$ cat src/rtl/saw_pkg.sv
// Shared register addresses and field positions for the sawtooth channel.
// Assumes a 2-bit register address space.
package saw_pkg;
    localparam logic [1:0] ADDR_RATE = 2'd0;
    localparam logic [1:0] ADDR_PLO  = 2'd1;
    localparam logic [1:0] ADDR_PHI  = 2'd2;
    localparam int         EN_BIT    = 7;
endpackage

$ cat src/rtl/saw_regs.sv
// Register file: captures rate, 12-bit period and enable from byte writes.
// Assumes PER_W is greater than 8 and at most 16 and RATE_W is at most 8.
module saw_regs
    import saw_pkg::*;
#(
    parameter int RATE_W = 6,
    parameter int PER_W  = 12
) (
    input  logic              clk,
    input  logic              rst_n,
    input  logic              wr_en,
    input  logic [1:0]        wr_addr,
    input  logic [7:0]        wr_data,
    output logic [RATE_W-1:0] rate,
    output logic [PER_W-1:0]  period,
    output logic              enable
);
    localparam int HI_W = PER_W - 8;

    // Decode a write and update the selected field on the next edge.
    always_ff @(posedge clk) begin
        if (!rst_n) begin
            rate   <= '0;
            period <= '0;
            enable <= 1'b0;
        end else if (wr_en) begin
            case (wr_addr)
                ADDR_RATE: rate <= wr_data[RATE_W-1:0];
                ADDR_PLO:  period[7:0] <= wr_data;
                ADDR_PHI: begin
                    period[PER_W-1:8] <= wr_data[HI_W-1:0];
                    enable            <= wr_data[EN_BIT];
                end
                default: ;
            endcase
        end
    end


    wr_unused_addr_chk: assert property (@(posedge clk) disable iff (!rst_n)
        (wr_en && wr_addr == 2'd3) |=> ($stable(rate) && $stable(period) && $stable(enable)));
endmodule

$ cat src/rtl/saw_timer.sv
// Half-rate prescaler plus down-counting period timer; emits one step pulse
// per period of prescaled ticks. Assumes tick_en is a single-cycle enable.
module saw_timer #(
    parameter int PER_W = 12
) (
    input  logic             clk,
    input  logic             rst_n,
    input  logic             tick_en,
    input  logic             enable,
    input  logic [PER_W-1:0] period,
    output logic             step
);
    logic             presc;
    logic [PER_W-1:0] timer;
    logic             timer_done;

    // Timer expiry: a count of 0 or 1 ends the period.
    assign timer_done = (timer <= PER_W'(1));
    // Step fires on the second enabled tick when the timer expires.
    assign step = enable && tick_en && presc && timer_done;

    // Advance prescaler and timer; both are held at zero while disabled.
    always_ff @(posedge clk) begin
        if (!rst_n) begin
            presc <= 1'b0;
            timer <= '0;
        end else if (!enable) begin
            presc <= 1'b0;
            timer <= '0;
        end else if (tick_en) begin
            presc <= ~presc;
            if (presc)
                timer <= timer_done ? period : timer - PER_W'(1);
        end
    end


    half_rate_chk: assert property (@(posedge clk) disable iff (!rst_n)
        step |=> !step);

    reload_chk: assert property (@(posedge clk) disable iff (!rst_n)
        step |=> (timer == $past(period)));

    idle_hold_chk: assert property (@(posedge clk) disable iff (!rst_n)
        (!tick_en && enable) |=> ($stable(presc) && $stable(timer)));
endmodule

$ cat src/rtl/saw_seq.sv
// Seven-step sequencer, wrapping accumulator and output truncation.
// Assumes step is a single-cycle pulse and STEPS fits the counter width.
module saw_seq #(
    parameter int ACC_W  = 8,
    parameter int RATE_W = 6,
    parameter int OUT_W  = 5,
    parameter int STEPS  = 7
) (
    input  logic              clk,
    input  logic              rst_n,
    input  logic              step,
    input  logic              enable,
    input  logic [RATE_W-1:0] rate,
    output logic [OUT_W-1:0]  level
);
    localparam int CNT_W = $clog2(STEPS + 1);

    logic [CNT_W-1:0] cnt;
    logic [ACC_W-1:0] acc;
    logic [OUT_W-1:0] out_q;
    logic [ACC_W-1:0] rate_ext;
    logic             wrap;

    assign rate_ext = {{(ACC_W-RATE_W){1'b0}}, rate};
    assign wrap     = (cnt == CNT_W'(1));

    // On each step: clear on the last count, else show and add.
    always_ff @(posedge clk) begin
        if (!rst_n) begin
            cnt   <= CNT_W'(1);
            acc   <= '0;
            out_q <= '0;
        end else if (step) begin
            if (wrap) begin
                cnt   <= CNT_W'(STEPS);
                out_q <= '0;
                acc   <= rate_ext;
            end else begin
                cnt   <= cnt - CNT_W'(1);
                out_q <= acc[ACC_W-1 -: OUT_W];
                acc   <= acc + rate_ext;
            end
        end
    end

    // Output select: held step value when enabled, live accumulator otherwise.
    assign level = enable ? out_q : acc[ACC_W-1 -: OUT_W];


    cnt_range_chk: assert property (@(posedge clk) disable iff (!rst_n)
        (cnt >= CNT_W'(1)) && (cnt <= CNT_W'(STEPS)));

    clear_chk: assert property (@(posedge clk) disable iff (!rst_n)
        (step && wrap) |=> (out_q == '0 && cnt == CNT_W'(STEPS) && acc == $past(rate_ext)));

    hold_chk: assert property (@(posedge clk) disable iff (!rst_n)
        !enable |=> ($stable(acc) && $stable(cnt)));
endmodule

$ cat src/rtl/saw_channel.sv
// Top of the stepped sawtooth channel: registers, half-rate timer and
// seven-step accumulator sequencer. Assumes one write per clock at most.
module saw_channel #(
    parameter int ACC_W  = 8,
    parameter int RATE_W = 6,
    parameter int PER_W  = 12,
    parameter int OUT_W  = 5,
    parameter int STEPS  = 7
) (
    input  logic             clk,
    input  logic             rst_n,
    input  logic             tick_en,
    input  logic             wr_en,
    input  logic [1:0]       wr_addr,
    input  logic [7:0]       wr_data,
    output logic [OUT_W-1:0] level
);
    logic [RATE_W-1:0] rate;
    logic [PER_W-1:0]  period;
    logic              enable;
    logic              step;

    saw_regs #(.RATE_W(RATE_W), .PER_W(PER_W)) u_regs (
        .clk(clk), .rst_n(rst_n), .wr_en(wr_en), .wr_addr(wr_addr),
        .wr_data(wr_data), .rate(rate), .period(period), .enable(enable)
    );

    saw_timer #(.PER_W(PER_W)) u_timer (
        .clk(clk), .rst_n(rst_n), .tick_en(tick_en), .enable(enable),
        .period(period), .step(step)
    );

    saw_seq #(.ACC_W(ACC_W), .RATE_W(RATE_W), .OUT_W(OUT_W), .STEPS(STEPS)) u_seq (
        .clk(clk), .rst_n(rst_n), .step(step), .enable(enable),
        .rate(rate), .level(level)
    );


    reset_level_chk: assert property (@(posedge clk)
        !rst_n |=> (level == '0));
endmodule

$ cat config.mk
export PLATFORM = sky130hd
export DESIGN_NAME = saw_channel
export DESIGN_NICKNAME = d
export VERILOG_FILES = /design/src/rtl/saw_pkg.sv /design/src/rtl/saw_regs.sv /design/src/rtl/saw_timer.sv /design/src/rtl/saw_seq.sv /design/src/rtl/saw_channel.sv
export SDC_FILE = /design/constraint.sdc
export NUM_CORES = 1
export LEC_CHECK = 0
export ABC_AREA = 1
export CORE_ASPECT_RATIO = 0.9
export CORE_MARGIN = 3
export CORE_UTILIZATION = 63
export DETAILED_ROUTE_END_ITERATION = 8
export DONT_BUFFER_PORTS = 1
export PLACE_DENSITY = 0.86
export SETUP_SLACK_MARGIN = 0.02
export SYNTH_ARGS = -nofsm -noshare
export SYNTH_HDL_FRONTEND = slang
export SYNTH_SLANG_ARGS = --single-unit
export TNS_END_PERCENT = 20
$ cat constraint.sdc
create_clock -name clk -period 1.7 [get_ports clk]
set_clock_uncertainty 0.05 [all_clocks]
set_input_delay 0.51 -clock clk [delete_from_list [all_inputs] [get_ports clk]]
set_output_delay 0.51 -clock clk [all_outputs]
set_load 0.02 [all_outputs]
# --- After elaboration in Yosys (flattened, before gate mapping) ---
# Cells that the tools add are included.
totals:
  register_bits: 48
  inputBits: 14
  output_inout_bits: 5
  wordCells: 31
classes:
  add_sub_neg: 3
  magnitude_cmp: 1
  n_eq_ne: 3
  mux: 5
  n_bitwise: 1
  reduce_logical: 9
op_table:
  columns: ["cell", "count"]
  rows:
  - ["less-or-equal comparator 12 x 1 -> 1 bit, second input constant", 1]
  - ["two-way mux 12 bit", 1]
  - ["subtractor 12 x 1 -> 12 bit, second input constant", 1]
  - ["two-way mux 5 bit", 2]
  - ["AND reduction 2 bit", 5]
  - ["adder 8 x 6 -> 8 bit", 1]
  - ["two-way mux 8 bit", 1]
  - ["== test 3 x 1 -> 1 bit, second input constant", 1]
  - ["logical AND 1 bit", 3]
  - ["two-way mux 3 bit", 1]
  - ["subtractor 3 x 1 -> 3 bit, second input constant", 1]
  - ["== test 2 x 1 -> 1 bit, second input constant", 1]
  - ["== test 2 bit, second input constant", 1]
  - ["logical NOT 2 bit", 1]
  - ["inverter 1 bit", 1]

# --- Logic depth before layout (Yosys ltp) ---
# Gate-level depths: netlist of the first run.
depth:
  word_depth: 3
  ltp_mapped: 10
  mapped_depth_nobuf: 10

# --- Modules after synthesis ---
# A second synthesis of the first run with hierarchy kept.
hier_totals:
  cells_unflattened: 425
  hier_area_um2: 2841.5
modules_own_cells:
  columns: ["mod", "instances", "cells_each", "area_each_um2"]
  rows:
  - ["saw_timer", 1, 157, 1017.2]
  - ["saw_seq", 1, 144, 1002.2]
  - ["saw_regs", 1, 124, 822.0]

# --- Least setup slack after synthesis of the first run ---
# No wires, ideal clock.
synth_path:
  path_kind: "register to register"
  start: "register u_timer.timer[0]"
  end: "register u_seq.acc[1]"
  setup_ns: 0.119
  arrival_ns: 1.401
  required_time_ns: 1.531
  setup_slack_ns: 0.130
  path_stages_with_launch: 10
  n_path_buf: 1
  synth_period_minus_slack_ns: 1.570
  cell_sequence: "dfxtp_1 > inv_1 > ha_1 > nor2_1 > nor2_4 > nand3_2 > buf_6 > clkinv_2 > o21ai_0 > nor2_1"
synth_via:
  elab_chain_cells: 2
synth_rtl:
  columns: ["element", "line", "source"]
  rows:
  - ["start: declaration", "saw_timer.sv:14", "logic [PER_W-1:0] timer;"]
  - ["start signal: assignment", "saw_timer.sv:33", "timer <= timer_done ? period : timer - PER_W'(1);"]
  - ["less-or-equal comparator 12 x 1 -> 1 bit", "saw_timer.sv:18", "assign timer_done = (timer <= PER_W'(1));"]
  - ["logical AND 1 bit", "saw_timer.sv:20", "assign step = enable && tick_en && presc && timer_done;"]
  - ["end signal: assignment", "saw_seq.sv:37", "acc <= rate_ext;"]
  - ["end signal: assignment", "saw_seq.sv:41", "acc <= acc + rate_ext;"]
  - ["end: declaration", "saw_seq.sv:19", "logic [ACC_W-1:0] acc;"]
# Every way passes these cells.
# A chain may end at the register's enable or synchronous reset.

# --- Worst setup path after layout of the first run ---
layout_path:
  start: "register u_seq.acc[0]"
  end: "register u_seq.acc[4]"
layout_via:
  elab_chain_cells: 2
layout_rtl:
  columns: ["element", "line", "source"]
  rows:
  - ["adder 8 x 6 -> 8 bit", "saw_seq.sv:41", null]
  - ["two-way mux 8 bit", "saw_seq.sv:34", "if (wrap) begin"]
# Every way passes these cells.

==> key figures, run 1 <==
Status
  • Run status: completed

Flow run
  • Max-cap violation count: 0

Power
  • Leak: around 1.3 nW
  • Psw: 476.2 µW
  • Final Power: ~2.1 mW
  • Net Sw Frac: 0.2224
  • Internal: around 1.7 mW
  • Pwr Density: 735.9 nW/µm²
  • Max rail drop VDD: between 500 and 600 µV
  • Reg power frac: 0.545
  • Clock power share: 0.410
  • Comb pwr share: 0.045

Route
  • TritonRoute pass-1 iters: 4
  • Via/cell ratio: 5.709
  • Post-route ant nets: 0
  • Routed WL: 5955 µm
  • Remaining DRCs: 0
  • Vias: approximately 2400
  • Drt wl/cell: roughly 14 µm
  • Drt initial violations: about 240

Setup path
  • Crit path DAT: between 1.5 and 2 ns
  • Crit Path Class: reg -> reg
  • Worst path required time: between 1.5 and 2 ns
  • CP startpoint kind: flip-flop
  • Critical Path End Type: flip-flop
  • CP max FO: 2
  • Setup slack, reg-to-reg: 0.04 ns

Placement
  • Final HPWL DP: between 4000 and 5000 µm
  • Global placement routability congestion: a little under 1
  • Port bufs: 0

Timing
  • Slew headroom: 0.7441
  • Setup-failing EPs final: 0
  • Worst slew pin tran: ~0.38 ns
  • Pins Over Slew Limit: 0
  • Setup TNS: 0 ns
  • RSZ-0062 raised after global routing: yes
  • Final hold viol count: 0
  • Fin crit period: 1.663 ns
  • Max frequency: approximately 600 MHz
  • Fin crit share: 0.9781

Floorplan
  • Initial Utilization: 0.6696
  • Die area: around 4800 µm²
  • Number of I/O pins: 19
  • Core Box Area: around 3800 µm²
  • FP Rows: 21
  • Die W: approximately 73 µm
  • Die Ht: about 66 µm

Cells and area
  • # nets final: 400
  • # diodes: 0
  • Area Overhead vs Synth: 14.86%
  • Layout cells sized above 1: 0.1649
  • # fillers: ~280

Yosys
  • Synth warn: 0
  • Number of synthesized flops with an enable pin: 0
  • #FFs+latches synth: 48
  • Synth Instances: ~360
  • Dominant cell type by area after synthesis: dfxtp_1
  • Share of the synthesized area in the top cell type: 0.3793
  • Seq/Total Area, Yosys: 0.3793
  • Synth Flop Type: dfxtp_1
  • Syn_area_per_cell: approximately 7.1 µm²
  • Synthesized Nets: 380
  • Top cells by area, synth: dfxtp_1 38%, nand2_1 9.0%, inv_1 7.3%
  • Netlist cell types: 32
  • Synth Cell Area: around 2500 µm²
  • Async SR Flop Fraction: 0

Clocking
  • TritonCTS clock tree: done
  • H-tree Lvls: 2
  • Reg clk slew, reported paths: 0.09 ns
  • Root buffer cell: clkbuf_8
  • CTS max path bufs: 2
  • TritonCTS Buffers: 5
  • Clock Latency Late Sink: roughly 0.30 ns
  • Num Clock Sinks: between 40 and 50

GRT
  • Initial antenna violation count: 0
  • Overall Global Routing Usage: 0.2502
  • Largest net degree at the start of global routing: 26
  • Total grt overflow: 0
  • Vias in the first global route: roughly 2200
  • First-pass GRT wire length: ~9400 µm

Hold path
  • Worst hold path type: in -> reg
[flip-flops by register name, summed over array words and instances, names as in the netlist]
register       flops
u_seq.out_q        5
u_timer.presc      1
u_timer.timer     12
u_seq.acc          8
u_regs.period     12
u_regs.enable      1
u_seq.cnt          3
u_regs.rate        6
[final timing paths]
check / cells past startpoint / endpoint / start
min: 2 / u_regs.rate[0] / rst_n
max: 9 / u_seq.acc[4] / u_seq.acc[0]
min reg2reg: 2 / u_regs.period[3] / u_regs.period[3]
max reg2reg: 9 / u_seq.acc[4] / u_seq.acc[0]
[layout by cell type (no fill, tap or decap), types with 7 or more instances in the layout]
cell type	count
nand2_1	61
o21ai_0	30
a21oi_1	27
nor2_1	41
buf_4	19
inv_1	47
o21ai_1	7
nand3_1	16
o211ai_1	9
dfxtp_1	43
[worst max-delay path, stage by stage (launching register included)]
cell,delay [ns]
dfxtp_2,0.36
ha_4,0.15
inv_2,0.05
fa_2,0.37
inv_2,0.07
nand3_2,0.07
a21oi_2,0.11
nand3b_1,0.11
nand2_1,0.07
a21oi_1,0.18
[metal layers]
| layer | up-vias | GRT usage | part of all wire |
|---|---|---|---|
| li1 | 1207 | - | - |
| met1 | 1100 | 0.3368 | 0.47 |
| met2 | 90 | 0.3953 | 0.45 |
| met3 | 12 | 0.06231 | 0.067 |
| met4 | 0 | 0.07373 | 0.015 |
| met5 | - | 0 | 0 |
[cell usage after synthesis (3+ instances only)]
cell type and count:
nand2_1 61, inv_1 49, dfxtp_1 48, nor2_1 42
o21ai_0 36, a21oi_1 28, nand3_1 17, ha_1 10
o211ai_1 9, nand4_1 5, nor2_4 5, nor3_1 5
o22ai_1 5, a211oi_1 4, buf_2 4, xor2_1 4
clkbuf_1 3, nor2_2 3
[cell type report]
cell class,instances,area [µm²],share of cell area
inverter,52,201.4,0.06922
clock buffer,6,82.58,0.02837
clock inverter,2,38.79,0.01333
tap,46,57.56,0.01978
sequential,48,972.2,0.3340
multi-input combinational,247,1384,0.4755
timing repair buffer,21,173.9,0.05976
[timing repair]
action / 4_1_cts / 5_1_grt
endpoints found under the setup margin: 6 / 13
hold buffers: 0 / 0
buffers inserted: 0 / 1
resized for setup: 6 / 23
pin swaps: 0 / 5
[stage by stage]
stage	setup WS (ns)	std cells	cell area (µm²)	hold WS [ns]	utilization
CTS	0.01098	421	2840	0.2729	0.7507
global route	-0.07555	422	2910	0.2750	0.7692
global placement	0.07970	413	2711	0.3781	0.7166
floorplan	0.1298	355	2534	0.3705	-
detailed placement	0.01293	413	2711	0.3856	0.7166
finish	0.03728	422	2910	0.2801	0.7692
[power by group through the flow]
stage	Sequential, mW	Clock [mW]	Combinational (mW)
floorplan	1.18	0	0.0699
global placement	1.19	0	0.0859
detailed placement	1.19	0	0.0884
CTS	1.17	0.881	0.0903
global route	1.17	0.928	0.112
finish	1.17	0.877	0.0972
[kinds of logic (layout without fill, tap and decap cells)]
kind of cell / after synthesis / in the layout / synth area share
buffers and inverters: 60 / 81 / 0.09432
xor gates and xnor gates: 6 / 6 / 0.02074
AOI/OAI and AO/OA: 85 / 85 / 0.1842
DFF: 48 / 48 / 0.3793
adders and majority gates: 11 / 11 / 0.05728
and+or+nand+nor: 145 / 145 / 0.2642
(Power assumes the default switching activity.)
==> inputs of run 2 (changes only) <==
--- a/config.mk
+++ b/config.mk
@@ -7,12 +7,11 @@
 export LEC_CHECK = 0
 export ABC_AREA = 1
 export CORE_ASPECT_RATIO = 0.9
-export CORE_MARGIN = 3
 export CORE_UTILIZATION = 63
 export DETAILED_ROUTE_END_ITERATION = 8
 export DONT_BUFFER_PORTS = 1
 export PLACE_DENSITY = 0.86
-export SETUP_SLACK_MARGIN = 0.02
+export SETUP_SLACK_MARGIN = 0.05
 export SYNTH_ARGS = -nofsm -noshare
 export SYNTH_HDL_FRONTEND = slang
 export SYNTH_SLANG_ARGS = --single-unit
==> run 2 against run 1 <==
Compared with the run above:
- register-to-register slack worse by 0.02 ns
- maximum frequency is 1.4% lower
- worst setup slack worse by 0.023 ns
- critical path depth stayed put
- sequential share of layout area is 1.5 points lower
- worst hold slack worse by 0.011 ns
- clock power is 1% lower
- global-route usage is 5.3 points higher
- critical endpoint is now u_timer.timer[10]
- largest power group unchanged
==> key figures, run 2 (synthesis gave the netlist of run 1 again) <==
Status
  • Run status: completed

Placement
  • Global placement routability congestion: ~0.91
  • Final HPWL DP: about 4100 µm
  • Port bufs: 0
  • Cell total after placement: around 420

Cells and area
  • Layout cells sized above 1: 0.1969
  • # fillers: 240
  • Largest registers: u_regs.period (12), u_timer.timer (12), u_seq.acc (8)
  • # diodes: 0
  • # nets final: 410
  • Final std cells w/o fill: 432
  • Area Overhead vs Synth: 19.80%
  • Commonest non-fill, non-tap cell in the layout: nand2_1
  • Multi-input logic area: ~1400 µm²
  • Layout Utilization: 0.8022
  • Register area: 969.7 µm²
  • Most frequent cells in the layout: 58 x nand2_1, 47 x inv_1, 43 x dfxtp_1

Timing
  • Fin crit share: 0.9919
  • Setup TNS: 0 ns
  • Worst slew pin tran: roughly 0.32 ns
  • Slew headroom: 0.7840
  • Setup-failing EPs final: 0
  • Final hold viol count: 0
  • Pins Over Slew Limit: 0
  • Max frequency: about 590 MHz
  • RSZ-0062 raised after global routing: yes
  • Fin crit period: 1.686 ns

Clocking
  • Clock Latency Late Sink: 0.31 ns
  • Root buffer cell: clkbuf_8
  • Reg clk slew, reported paths: around 0.09 ns
  • CTS max path bufs: 2
  • H-tree Lvls: 2
  • TritonCTS clock tree: done
  • TritonCTS Buffers: 5
  • Num Clock Sinks: 48

Route
  • Vias: roughly 2500
  • TritonRoute pass-1 iters: 5
  • Remaining DRCs: 0
  • Drt wl/cell: roughly 15 µm
  • Post-route ant nets: 0
  • Routed WL: 6496 µm
  • Via/cell ratio: slightly below 6
  • Drt initial violations: around 230

Power
  • Pwr Density: slightly above 700 nW/µm²
  • Leak: approximately 1.3 nW
  • Max rail drop VDD: between 600 and 700 µV

GRT
  • First-pass GRT wire length: about 9700 µm
  • Largest net degree at the start of global routing: 26
  • Initial antenna violation count: 0
  • Overall Global Routing Usage: 0.3032
  • Vias in the first global route: 2241
  • Total grt overflow: 0

Setup path
  • Worst path required time: about 1.9 ns
  • Worst R2R Path Depth: 9
  • Setup slack, reg-to-reg: 0.01 ns
  • Crit path max-delay family: compound AO/OA/AOI/OAI gates
  • CP startpoint kind: flip-flop
  • CP max stage delay: approximately 0.32 ns
  • Crit Path Class: reg -> reg
  • Crit path DAT: 1.85 ns
  • CP max FO: 12
  • Worst path bufs/invs: 2
  • Crit-path cells: inv_1 > ha_2 > nor2_2 > nor2_4 > nand2_2 > buf_6 > o21ai_0 > o21bai_1 > nand2_1
  • R2R Path End: u_timer.timer[10]
  • Critical path depth: 9
  • Critical Path End Type: flip-flop
  • CP Launch Point: u_timer.timer[1]
  • Reg2reg start: u_timer.timer[1]
  • Crit-path slowest cell: dfxtp_1

Hold path
  • Hold_sp: rst_n
  • Hold Path Depth: 2
  • Worst Hold Path EP: u_regs.enable
  • Worst hold path type: in -> reg

Floorplan
  • Die Ht: a little over 60 µm
  • Die W: a little under 70 µm
  • Die area: around 4300 µm²
  • Number of I/O pins: 19
  • FP Rows: 21
  • Initial Utilization: 0.6696
  • Core Box Area: between 3000 and 4000 µm²

Flow run
  • Max-cap violation count: 0
## run 2: cell count changes in the layout (fill, tap and decap cells not counted), moves of 2 or more
cell	before	now
buf_4	19	27
o21ai_1	7	5
ha_2	3	1
buf_6	1	3
nand3_2	2	0
nand2_1	61	58
nand2_2	1	3
ha_4	2	4
## run 2: worst max-delay path by stage
stage | to | slack (ns)
global route | u_timer.timer[10] | -0.07
global placement | u_seq.acc[4] | 0.08
finish | u_timer.timer[10] | 0.01
detailed placement | u_seq.acc[6] | 0.03
floorplan | u_seq.acc[1] | 0.13
CTS | level[3] | 0.04
## run 2: repair_timing
action / in CTS / in global routing
pin swaps: 1 / 8
hold buffers: 0 / 0
endpoints found under the setup margin: 7 / 30
gates resized for setup: 6 / 35
buffers inserted: 0 / 7
## run 2: metrics by stage
step | instance area, µm² | setup WS (ns) | hold WS, ns | power [mW]
detailed placement | 2729 | 0.03337 | 0.3870 | 1.283
CTS | 2855 | 0.03946 | 0.2680 | 2.125
global route | 3035 | -0.06520 | 0.2775 | 2.198
finish | 3035 | 0.01380 | 0.2695 | 2.151
global placement | 2729 | 0.08061 | 0.3815 | 1.280
floorplan | 2534 | 0.1298 | 0.3705 | 1.255
## run 2: final cells by class
class	instances	area share
Sequential cell	48	0.3195
Tap cell	46	0.01896
Multi-Input combinational cell	247	0.4736
Inverter	52	0.06719
Clock buffer	5	0.02267
Timing Repair Buffer	31	0.08285
Clock inverter	3	0.01525
## run 2: per-layer routing
layer,global-route usage,vias to the layer above,wire (µm)
met5,0,-,0
met4,0.1122,0,136
met3,0.06618,15,470
met2,0.4502,106,3025
met1,0.4241,1145,2864
li1,-,1225,-
## run 2: where the power goes
group          leakage (nW)  internal, mW  total [mW]  switching, mW
clock network        0.0548         0.443       0.868          0.424
registers             0.392          1.15        1.17         0.0211
logic                 0.887        0.0485       0.115         0.0661
==> inputs of run 3 (changes only) <==
--- a/config.mk
+++ b/config.mk
@@ -12,6 +12,7 @@
 export DONT_BUFFER_PORTS = 1
 export PLACE_DENSITY = 0.86
 export SETUP_SLACK_MARGIN = 0.05
+export SLEW_MARGIN = 20
 export SYNTH_ARGS = -nofsm -noshare
 export SYNTH_HDL_FRONTEND = slang
 export SYNTH_SLANG_ARGS = --single-unit
==> results of run 3 <==
Same layout as run 2: the final DEF is identical, and so are final timing and power.
